**src/rtl/scsi_par_pkg.sv**
```systemverilog
package scsi_par_pkg;
  localparam int LANE_W_DEF = 8;
  localparam int LANES_DEF  = 2;

  // odd parity bit for a lane: data plus bit has an odd count of ones
  function automatic logic odd_bit(input logic [LANE_W_DEF-1:0] b);
    return ~(^b);
  endfunction
endpackage

```
**src/rtl/scsi_par_tx.sv**
```systemverilog
module scsi_par_tx
  import scsi_par_pkg::*;
#(
  parameter int LANES  = LANES_DEF,
  parameter int LANE_W = LANE_W_DEF
) (
  input  logic [LANES*LANE_W-1:0] word,
  input  logic                    even_sel,
  output logic [LANES-1:0]        par
);
  for (genvar g = 0; g < LANES; g++) begin : g_lane
    assign par[g] = (~(^word[g*LANE_W +: LANE_W])) ^ even_sel;
  end
endmodule

```
**src/rtl/scsi_par_rx.sv**
```systemverilog
module scsi_par_rx
  import scsi_par_pkg::*;
#(
  parameter int LANES  = LANES_DEF,
  parameter int LANE_W = LANE_W_DEF
) (
  input  logic                    clk,
  input  logic                    rst_n,
  input  logic                    cap,
  input  logic [LANES*LANE_W-1:0] data_in,
  input  logic [LANES-1:0]        par_in,
  input  logic                    chk_en,
  input  logic                    wide_en,
  output logic [LANES*LANE_W-1:0] data_q,
  output logic [LANES-1:0]        par_q,
  output logic                    err_det
);
  logic [LANES-1:0] lane_bad;

  for (genvar g = 0; g < LANES; g++) begin : g_chk
    logic lane_on;
    assign lane_on     = (g == 0) || wide_en;
    assign lane_bad[g] = lane_on && !(^{data_in[g*LANE_W +: LANE_W], par_in[g]});
  end

  assign err_det = cap && chk_en && (|lane_bad);

  always_ff @(posedge clk) begin
    if (!rst_n) begin
      data_q <= '0;
      par_q  <= '0;
    end else if (cap) begin
      data_q <= data_in;
      par_q  <= par_in;
    end
  end


  latch_load_chk: assert property (@(posedge clk) disable iff (!rst_n)
    cap |=> (data_q == $past(data_in)) && (par_q == $past(par_in)));

  latch_hold_chk: assert property (@(posedge clk) disable iff (!rst_n)
    !cap |=> $stable(data_q) && $stable(par_q));
endmodule

```
**src/rtl/scsi_par_err.sv**
```systemverilog
module scsi_par_err (
  input  logic clk,
  input  logic rst_n,
  input  logic err_det,
  input  logic targ_mode,
  input  logic auto_atn,
  input  logic dis_halt,
  input  logic par_ie,
  input  logic par_clr,
  input  logic mdp_rpt,
  input  logic mst_data_ph,
  input  logic mst_par_en,
  input  logic mdp_ie,
  input  logic mdp_clr,
  output logic par_sts,
  output logic mdp_sts,
  output logic atn_req,
  output logic halt_req,
  output logic irq
);
  logic atn_set, halt_set, mdp_set;

  assign atn_set  = err_det && !targ_mode && auto_atn;
  assign halt_set = err_det && targ_mode && !dis_halt;
  assign mdp_set  = mdp_rpt && mst_data_ph && mst_par_en;

  always_ff @(posedge clk) begin
    if (!rst_n) begin
      par_sts  <= 1'b0;
      mdp_sts  <= 1'b0;
      atn_req  <= 1'b0;
      halt_req <= 1'b0;
    end else begin
      par_sts  <= err_det  | (par_sts  & ~par_clr);
      atn_req  <= atn_set  | (atn_req  & ~par_clr);
      halt_req <= halt_set | (halt_req & ~par_clr);
      mdp_sts  <= mdp_set  | (mdp_sts  & ~mdp_clr);
    end
  end

  assign irq = (par_sts & par_ie) | (mdp_sts & mdp_ie);


  par_sticky_chk: assert property (@(posedge clk) disable iff (!rst_n)
    (par_sts && !par_clr) |=> par_sts);

  set_wins_chk: assert property (@(posedge clk) disable iff (!rst_n)
    (err_det && par_clr) |=> par_sts);

  mdp_sticky_chk: assert property (@(posedge clk) disable iff (!rst_n)
    (mdp_sts && !mdp_clr) |=> mdp_sts);

  halt_role_chk: assert property (@(posedge clk) disable iff (!rst_n)
    $rose(halt_req) |-> $past(targ_mode && !dis_halt));

  atn_role_chk: assert property (@(posedge clk) disable iff (!rst_n)
    $rose(atn_req) |-> $past(!targ_mode && auto_atn));

  irq_mask_chk: assert property (@(posedge clk) disable iff (!rst_n)
    (!par_ie && !mdp_ie) |-> !irq);
endmodule

```
**src/rtl/scsi_par_ctl.sv**
```systemverilog
module scsi_par_ctl
  import scsi_par_pkg::*;
#(
  parameter int LANES  = LANES_DEF,
  parameter int LANE_W = LANE_W_DEF,
  localparam int W     = LANES * LANE_W
) (
  input  logic             clk,
  input  logic             rst_n,
  input  logic             tx_in_valid,
  output logic             tx_in_ready,
  input  logic [W-1:0]     tx_in_data,
  output logic             tx_out_valid,
  input  logic             tx_out_ready,
  output logic [W-1:0]     tx_out_data,
  output logic [LANES-1:0] tx_out_par,
  input  logic             even_sel,
  input  logic             rx_valid,
  input  logic [W-1:0]     rx_data,
  input  logic [LANES-1:0] rx_par,
  input  logic             chk_en,
  input  logic             wide_en,
  output logic [W-1:0]     lat_data,
  output logic [LANES-1:0] lat_par,
  output logic [LANES-1:0] live_par,
  input  logic             targ_mode,
  input  logic             auto_atn,
  input  logic             dis_halt,
  input  logic             par_ie,
  input  logic             par_clr,
  input  logic             mdp_rpt,
  input  logic             mst_data_ph,
  input  logic             mst_par_en,
  input  logic             mdp_ie,
  input  logic             mdp_clr,
  output logic             par_sts,
  output logic             mdp_sts,
  output logic             atn_req,
  output logic             halt_req,
  output logic             irq
);
  logic err_det;

  assign tx_out_valid = tx_in_valid;
  assign tx_in_ready  = tx_out_ready;
  assign tx_out_data  = tx_in_data;
  assign live_par     = rx_par;

  scsi_par_tx #(.LANES(LANES), .LANE_W(LANE_W)) u_tx (
    .word(tx_in_data), .even_sel(even_sel), .par(tx_out_par));

  scsi_par_rx #(.LANES(LANES), .LANE_W(LANE_W)) u_rx (
    .clk(clk), .rst_n(rst_n), .cap(rx_valid), .data_in(rx_data), .par_in(rx_par),
    .chk_en(chk_en), .wide_en(wide_en), .data_q(lat_data), .par_q(lat_par),
    .err_det(err_det));

  scsi_par_err u_err (
    .clk(clk), .rst_n(rst_n), .err_det(err_det), .targ_mode(targ_mode),
    .auto_atn(auto_atn), .dis_halt(dis_halt), .par_ie(par_ie), .par_clr(par_clr),
    .mdp_rpt(mdp_rpt), .mst_data_ph(mst_data_ph), .mst_par_en(mst_par_en),
    .mdp_ie(mdp_ie), .mdp_clr(mdp_clr), .par_sts(par_sts), .mdp_sts(mdp_sts),
    .atn_req(atn_req), .halt_req(halt_req), .irq(irq));
endmodule

```
**config.mk**
```make
export PLATFORM = sky130hd
export DESIGN_NAME = scsi_par_ctl
export DESIGN_NICKNAME = d
export VERILOG_FILES = /design/src/rtl/scsi_par_pkg.sv /design/src/rtl/scsi_par_tx.sv /design/src/rtl/scsi_par_rx.sv /design/src/rtl/scsi_par_err.sv /design/src/rtl/scsi_par_ctl.sv
export SDC_FILE = /design/constraint.sdc
export NUM_CORES = 1
export LEC_CHECK = 0
export ABC_AREA = 1
export CORE_MARGIN = 5
export CORE_UTILIZATION = 66
export CTS_CLUSTER_DIAMETER = 150
export DETAILED_ROUTE_END_ITERATION = 7
export DONT_BUFFER_PORTS = 1
export PLACE_DENSITY = 0.82
export SYNTH_ARGS = -nofsm -noshare
export SYNTH_HDL_FRONTEND = slang
export SYNTH_SLANG_ARGS = --single-unit
```
**constraint.sdc**
```tcl
create_clock -name clk -period 2 [get_ports clk]
set_input_delay 0 -clock clk [delete_from_list [all_inputs] [get_ports clk]]
set_output_delay 0 -clock clk [all_outputs]
set_load 0.005 [all_outputs]
```
==> metrics, run 1 <==
status completed; CP max stage delay between 0.5 and 0.6 ns; Setup CP Type input port to register; Die W approximately 55 um; Yosys reg bits 22; Slew @ Worst Pin about 0.8 ns; ratio of cells with drive above 1 in the final layout 0.0392; Leak 0.732 nW; Core ar. 0.00196 sq mm; cell with the most instances after synthesis nand2_1; Max Cap Violations 0; Ports just under 100; gr usage total 0.223; YS warnings 0; Main synth FF type dfxtp_1; Synth Net Count 247; CTS root buf clkbuf_4; DR vias between 1000 and 1500; Final Critical Period 1.82 ns; Worst Hold Class input port to output pin; WL per Instance 15.1 um; row cnt 16; 1st-pass router iterations 4; post-synth top area share 0.326; Routed Antenna Nets 0; Non-Filler Instances 231; Initial Util 0.689; Max Fclk about 0.55 GHz; Post-Route WL around 3.5 mm; Synth top cells by count 39 x nand2_1, 23 x nor2_1, 22 x dfxtp_1, 20 x buf_4, 17 x o21ai_0; CP Data Required Time 2.23 ns; Reg area around 440 sq um; Final HPWL DP roughly 2.3 mm; arrival time at the worst endpoint around 2.1 ns; largest net degree at the start of global routing 28; Slew Viols, Final 0; die span in y around 55 um; PwrDens around 670 mW/mm^2; Syn Area/Cell between 6 and 7 sq um; number of post-CTS setup repair buffers 0; setup TNS 0 ns; total CTS buffers 3; Placed Cells roughly 200; Area growth syn-to-layout 16.7%; crit path max fanout 3; dominant cells by area after synthesis dfxtp_1 33%, buf_4 11%, nand2_1 11%; synth unique cells 18; Skew-Pair Late Insertion Delay around 0.30 ns; vias in the first global route roughly 1200; final hold vios 0; die area about 0.003 sq mm; clk_skew 0 ns; drt via density around 5.3; EDFF count, synth 0; RSZ-0062 raised after global routing no; initial antenna violation count 0; CP delay by family, top buffers and inverters; Final setup viols 0; Placer Congestion 0.779; ant diodes 0; critical path's slowest cell dlygate4sd3_1; Max Buffers Root-to-Sink 2; CP Cell Sequence dlygate4sd3_1 > inv_1 > nand2_1 > nand2_1 > nand2_1 > nand3_1 > nand2_1 > nand2_1 > nand3_1 > nand2_2 > nand3_1 > dlygate4sd3_1 > a21oi_1; First DRT Iteration DRCs 37; nets@finish 257; global-route wire length before repair around 5.6 mm; Top cell by count, worst path nand2_1; CP Launch Type input port; GR Overflow Total 0; crit end category register; H-tree Lvls 1; FFs w/ async S/R, synth 0; Clock Pin Slew Worst Setup and Hold Paths 0.11 ns; CTS tree yes; CP bufs+invs 3; Post-Syn Area 0.00135 sq mm; CTS Sinks 22; area of the multi-input gates around 670 sq um; Yosys top cell by area dfxtp_1; Cells after Synth just under 200; VDD IR-drop max just under 0.0007 V; drt drc 0; Fillers 129; Seq/Total Area, Yosys 0.326; Slew HR 0.459; Tcrit/Tclk final 0.912; IO Port Bufs 0
-- final timing paths --
check | startpoint | to | slack (ns) | cells after the start
hold reg to reg | u_err.atn_req | u_err.atn_req | 0.53 | 2
setup reg to reg | u_rx.data_q[10] | u_rx.data_q[10] | 0.73 | 3
hold / removal | tx_in_valid | tx_out_valid | 0.000002 | 0
setup / recovery | rx_data[12] | u_err.halt_req | 0.18 | 13
-- state kept, by name, summed over array words and instances, names as in the netlist --
register,cells
u_rx.par_q,2
u_err.halt_req,1
u_err.par_sts,1
u_err.atn_req,1
u_rx.data_q,16
u_err.mdp_sts,1
-- layer usage --
| layer | GRT usage | routed length [um] | vias to the layer above | part of all wire |
|---|---|---|---|---|
| met3 | 0.0699 | 336 | 12 | 0.096 |
| met2 | 0.409 | 1850 | 71 | 0.53 |
| met4 | 0.104 | 106 | 0 | 0.030 |
| li1 | - | - | 604 | - |
| met5 | 0 | 0 | - | 0 |
| met1 | 0.227 | 1210 | 541 | 0.34 |
-- report_power, final --
part / internal, mW / leakage [nW] / switching, mW
Sequential: 0.467 / 0.182 / 0.0223
Combinational: 0.121 / 0.522 / 0.119
Clock: 0.202 / 0.0279 / 0.130
Total: 0.791 / 0.732 / 0.271
-- placed cells by master, fill, tap and decap left out --
cell and instances:
nand2_1 39, dlygate4sd3_1 30, nor2_1 23, dfxtp_1 22, o21ai_0 17, inv_1 16, xnor2_1 15, a21oi_1 11
xor2_1 10, nand3_1 9, clkbuf_4 3, inv_2 2, a22o_1 1, nand3b_1 1, nand2_2 1, nor2_2 1
o21ai_1 1, bufinv_16 1, dlymetal6s4s_1 1
-- stage by stage --
step / cell area, sq um / total power [mW] / utilization / worst slack, ns / hold slack, ns
CTS: 1580 / 1.06 / 0.803 / 0.187 / 0.0000601
global placement: 1210 / 0.668 / 0.618 / 1.12 / 0.0000601
finish: 1580 / 1.06 / 0.804 / 0.176 / 0.00000226
global route: 1580 / 1.12 / 0.804 / 0.0389 / 0.00000690
floorplan: 1350 / 0.689 / - / 1.23 / 0.0808
detailed placement: 1210 / 0.675 / 0.618 / 1.09 / 0.0000601
-- kinds of logic (layout without fill, tap and decap cells) --
family	count (synthesis)	after routing	share of synthesized area
simple gates	74	74	0.220
buf+inv	44	53	0.179
compound gates	30	30	0.114
xor+xnor	25	25	0.162
flops	22	22	0.326
-- area by class of cell --
| type | instances | share of cell area |
|---|---|---|
| repair buffers | 31 | 0.198 |
| clock buffers | 3 | 0.0143 |
| clock inverters | 1 | 0.0190 |
| flip-flops and latches | 22 | 0.279 |
| inverters | 18 | 0.0428 |
| well taps | 27 | 0.0214 |
| multi-input cells | 129 | 0.425 |
-- what timing repair did --
action	4_1_cts	5_1_grt
hold buffers	31	0
endpoints found under the setup margin	0	1
hold endpoints to repair	22	0
resized for setup	0	1
No activity file was read; power rests on OpenSTA's default activity.
==> inputs of run 2 (changes only) <==
--- a/config.mk
+++ b/config.mk
@@ -6,12 +6,12 @@
 export NUM_CORES = 1
 export LEC_CHECK = 0
 export ABC_AREA = 1
+export BUFFER_PORTS_ARGS = -buffer_cell sky130_fd_sc_hd__buf_2
 export CORE_MARGIN = 5
-export CORE_UTILIZATION = 66
+export CORE_UTILIZATION = 44
 export CTS_CLUSTER_DIAMETER = 150
 export DETAILED_ROUTE_END_ITERATION = 7
-export DONT_BUFFER_PORTS = 1
-export PLACE_DENSITY = 0.82
+export PLACE_DENSITY = 0.83
 export SYNTH_ARGS = -nofsm -noshare
 export SYNTH_HDL_FRONTEND = slang
 export SYNTH_SLANG_ARGS = --single-unit
==> metrics, run 2 (synthesized netlist as in run 1, its figures left out) <==
status completed (unchanged); Final setup viols 0 (unchanged); Skew-Pair Late Insertion Delay 0.31 ns (was 0.30 ns); First DRT Iteration DRCs 27 (was 37); Final Critical Period 1.82 ns (about the same); Die W 65.4 um (was 55.3 um); Final HPWL DP 2.66 mm (was 2.27 mm); Routed Antenna Nets 0 (unchanged); CTS tree yes (unchanged); Clk pwr share 0.292 (was 0.313); DR vias 1477 (was 1228); Leak 1.08 nW (was 0.732 nW); PwrDens 596 mW/mm^2 (was 673 mW/mm^2); crit path max fanout 3 (unchanged); Psw 322 uW (was 271 uW); placed instance area 0.00168 sq mm (was 0.00121 sq mm); initial antenna violation count 0 (unchanged); nets@finish 342 (was 257); Slew Viols, Final 0 (unchanged); Tcrit/Tclk final 0.912 (about the same); ratio of cells with drive above 1 in the final layout 0.346 (was 0.0392); Core ar. 0.00300 sq mm (was 0.00196 sq mm); setup TNS 0 ns (unchanged); CTS Sinks 22 (unchanged); Pint 854 uW (was 791 uW); total CTS buffers 3 (unchanged); global-route wire length before repair 6.11 mm (was 5.57 mm); RSZ-0062 raised after global routing no (unchanged); Ports 97 (unchanged); GR Overflow Total 0 (unchanged); Slew @ Worst Pin 0.434 ns (was 0.811 ns); total power after layout 1.18 mW (was 1.06 mW); CP Data Required Time 2.26 ns (was 2.23 ns); crit end category register (unchanged); Slew HR 0.711 (was 0.459); final hold vios 0 (unchanged); CTS root buf clkbuf_4 (unchanged); 1st-pass router iterations 4 (unchanged); number of post-CTS setup repair buffers 0 (unchanged); Biggest register u_rx.data_q (unchanged); Setup CP Type input port to register (unchanged); H-tree Lvls 1 (unchanged); row cnt 20 (was 16); CP Launch Type input port (unchanged); Placer Congestion 0.705 (was 0.779); IO Port Bufs 92 (was 0); arrival time at the worst endpoint 2.09 ns (was 2.06 ns); VDD IR-drop max 0.000414 V (was 0.000681 V); clk_skew 0 ns (unchanged); die span in y 65.4 um (was 55.3 um); drt drc 0 (unchanged); largest net degree at the start of global routing 28 (unchanged); Post-Route WL 3.62 mm (was 3.50 mm); Max Buffers Root-to-Sink 2 (unchanged); final setup margin 0.176 ns (about the same); most common cell after layout, fill and taps aside buf_2 (was nand2_1); Max Fclk 0.548 GHz (about the same); Max Cap Violations 0 (unchanged); Largest regs u_rx.data_q (16), u_rx.par_q (2) (unchanged); Clock Pin Slew Worst Setup and Hold Paths 0.13 ns (was 0.11 ns); Worst Hold Class input port to output pin (unchanged); max FFs per register 16 (unchanged); drt via density 4.59 (was 5.32); Flop pwr share 0.408 (was 0.461); vias in the first global route 1460 (was 1218); final instance area 0.00197 sq mm (was 0.00158 sq mm); worst slack at placement 0.972 ns (was 1.09 ns); WL per Instance 11.3 um (was 15.1 um); gr usage total 0.177 (was 0.223); ant diodes 0 (unchanged); commonest non-fill, non-tap cells in the layout 92 x buf_2, 39 x nand2_1, 24 x dlygate4sd3_1 (was 39 x nand2_1, 30 x dlygate4sd3_1, 23 x nor2_1); Area growth syn-to-layout 45.9% (was 16.7%); Switching Fraction 0.274 (was 0.255); Comb power frac 0.300 (was 0.227); Initial Util 0.450 (was 0.689); die area 0.00428 sq mm (was 0.00305 sq mm)
## run 2: cell count changes in the layout (fill, tap and decap cells not counted)
cell | previous run | this run
dlygate4sd3_1 | 30 | 24
dlymetal6s4s_1 | 1 | 0
buf_2 | 0 | 92
## run 2: power groups by stage
stage               Clock [mW]  Combinational (mW)  Sequential, mW
CTS                      0.349               0.356           0.480
finish                   0.344               0.353           0.480
global placement             0               0.315           0.489
detailed placement           0               0.321           0.489
floorplan                    0               0.197           0.492
global route             0.378               0.400           0.483
## run 2: final timing paths
kind | start | endpoint | slack (ns) | cells past startpoint
max | rx_data[12] | u_err.halt_req | 0.18 | 14
min | tx_out_ready | tx_in_ready | 0.00001 | 0
max reg2reg | u_err.mdp_sts | u_err.mdp_sts | 0.82 | 3
min reg2reg | u_err.atn_req | u_err.atn_req | 0.48 | 2
## run 2: cell type report
class	count	area [sq um]
Tap cell	33	41.3
Fill cell	264	1030
Multi-Input combinational cell	129	671
Timing Repair Buffer	116	701
Sequential cell	22	440
Inverter	18	67.6
Clock buffer	3	22.5
Clock inverter	1	30.0
## run 2: layer usage
metal / part of all wire / vias up / GRT usage
li1: - / 776 / -
met1: 0.40 / 622 / 0.195
met2: 0.48 / 75 / 0.326
met3: 0.10 / 4 / 0.0513
met4: 0.0086 / 0 / 0.0492
met5: 0 / - / 0
## run 2: what timing repair did
item	in CTS	in global routing
gates resized for setup	0	0
hold buffers	24	0
hold endpoints to repair	22	0
## run 2: per-stage QoR
stage	hold WS [ns]	instances	util
3_5_place_dp	0.0000346	294	0.560
6_report	0.0000111	322	0.657
2_1_floorplan	0.0808	195	-
5_1_grt	0.0000322	322	0.657
4_1_cts	0.0000346	322	0.657
3_3_place_gp	0.0000346	294	0.560
## run 2: critical path, cell delays in order
cell and delay (ns):
dlygate4sd3_1 0.54, buf_2 0.13, inv_1 0.09, nand2_1 0.06, nand2_1 0.08, nand2_1 0.06, nand3_1 0.10, nand2_1 0.06
nand2_1 0.05, nand3_1 0.08, nand2_2 0.08, nand3_1 0.06, a21oi_1 0.13, dlygate4sd3_1 0.56
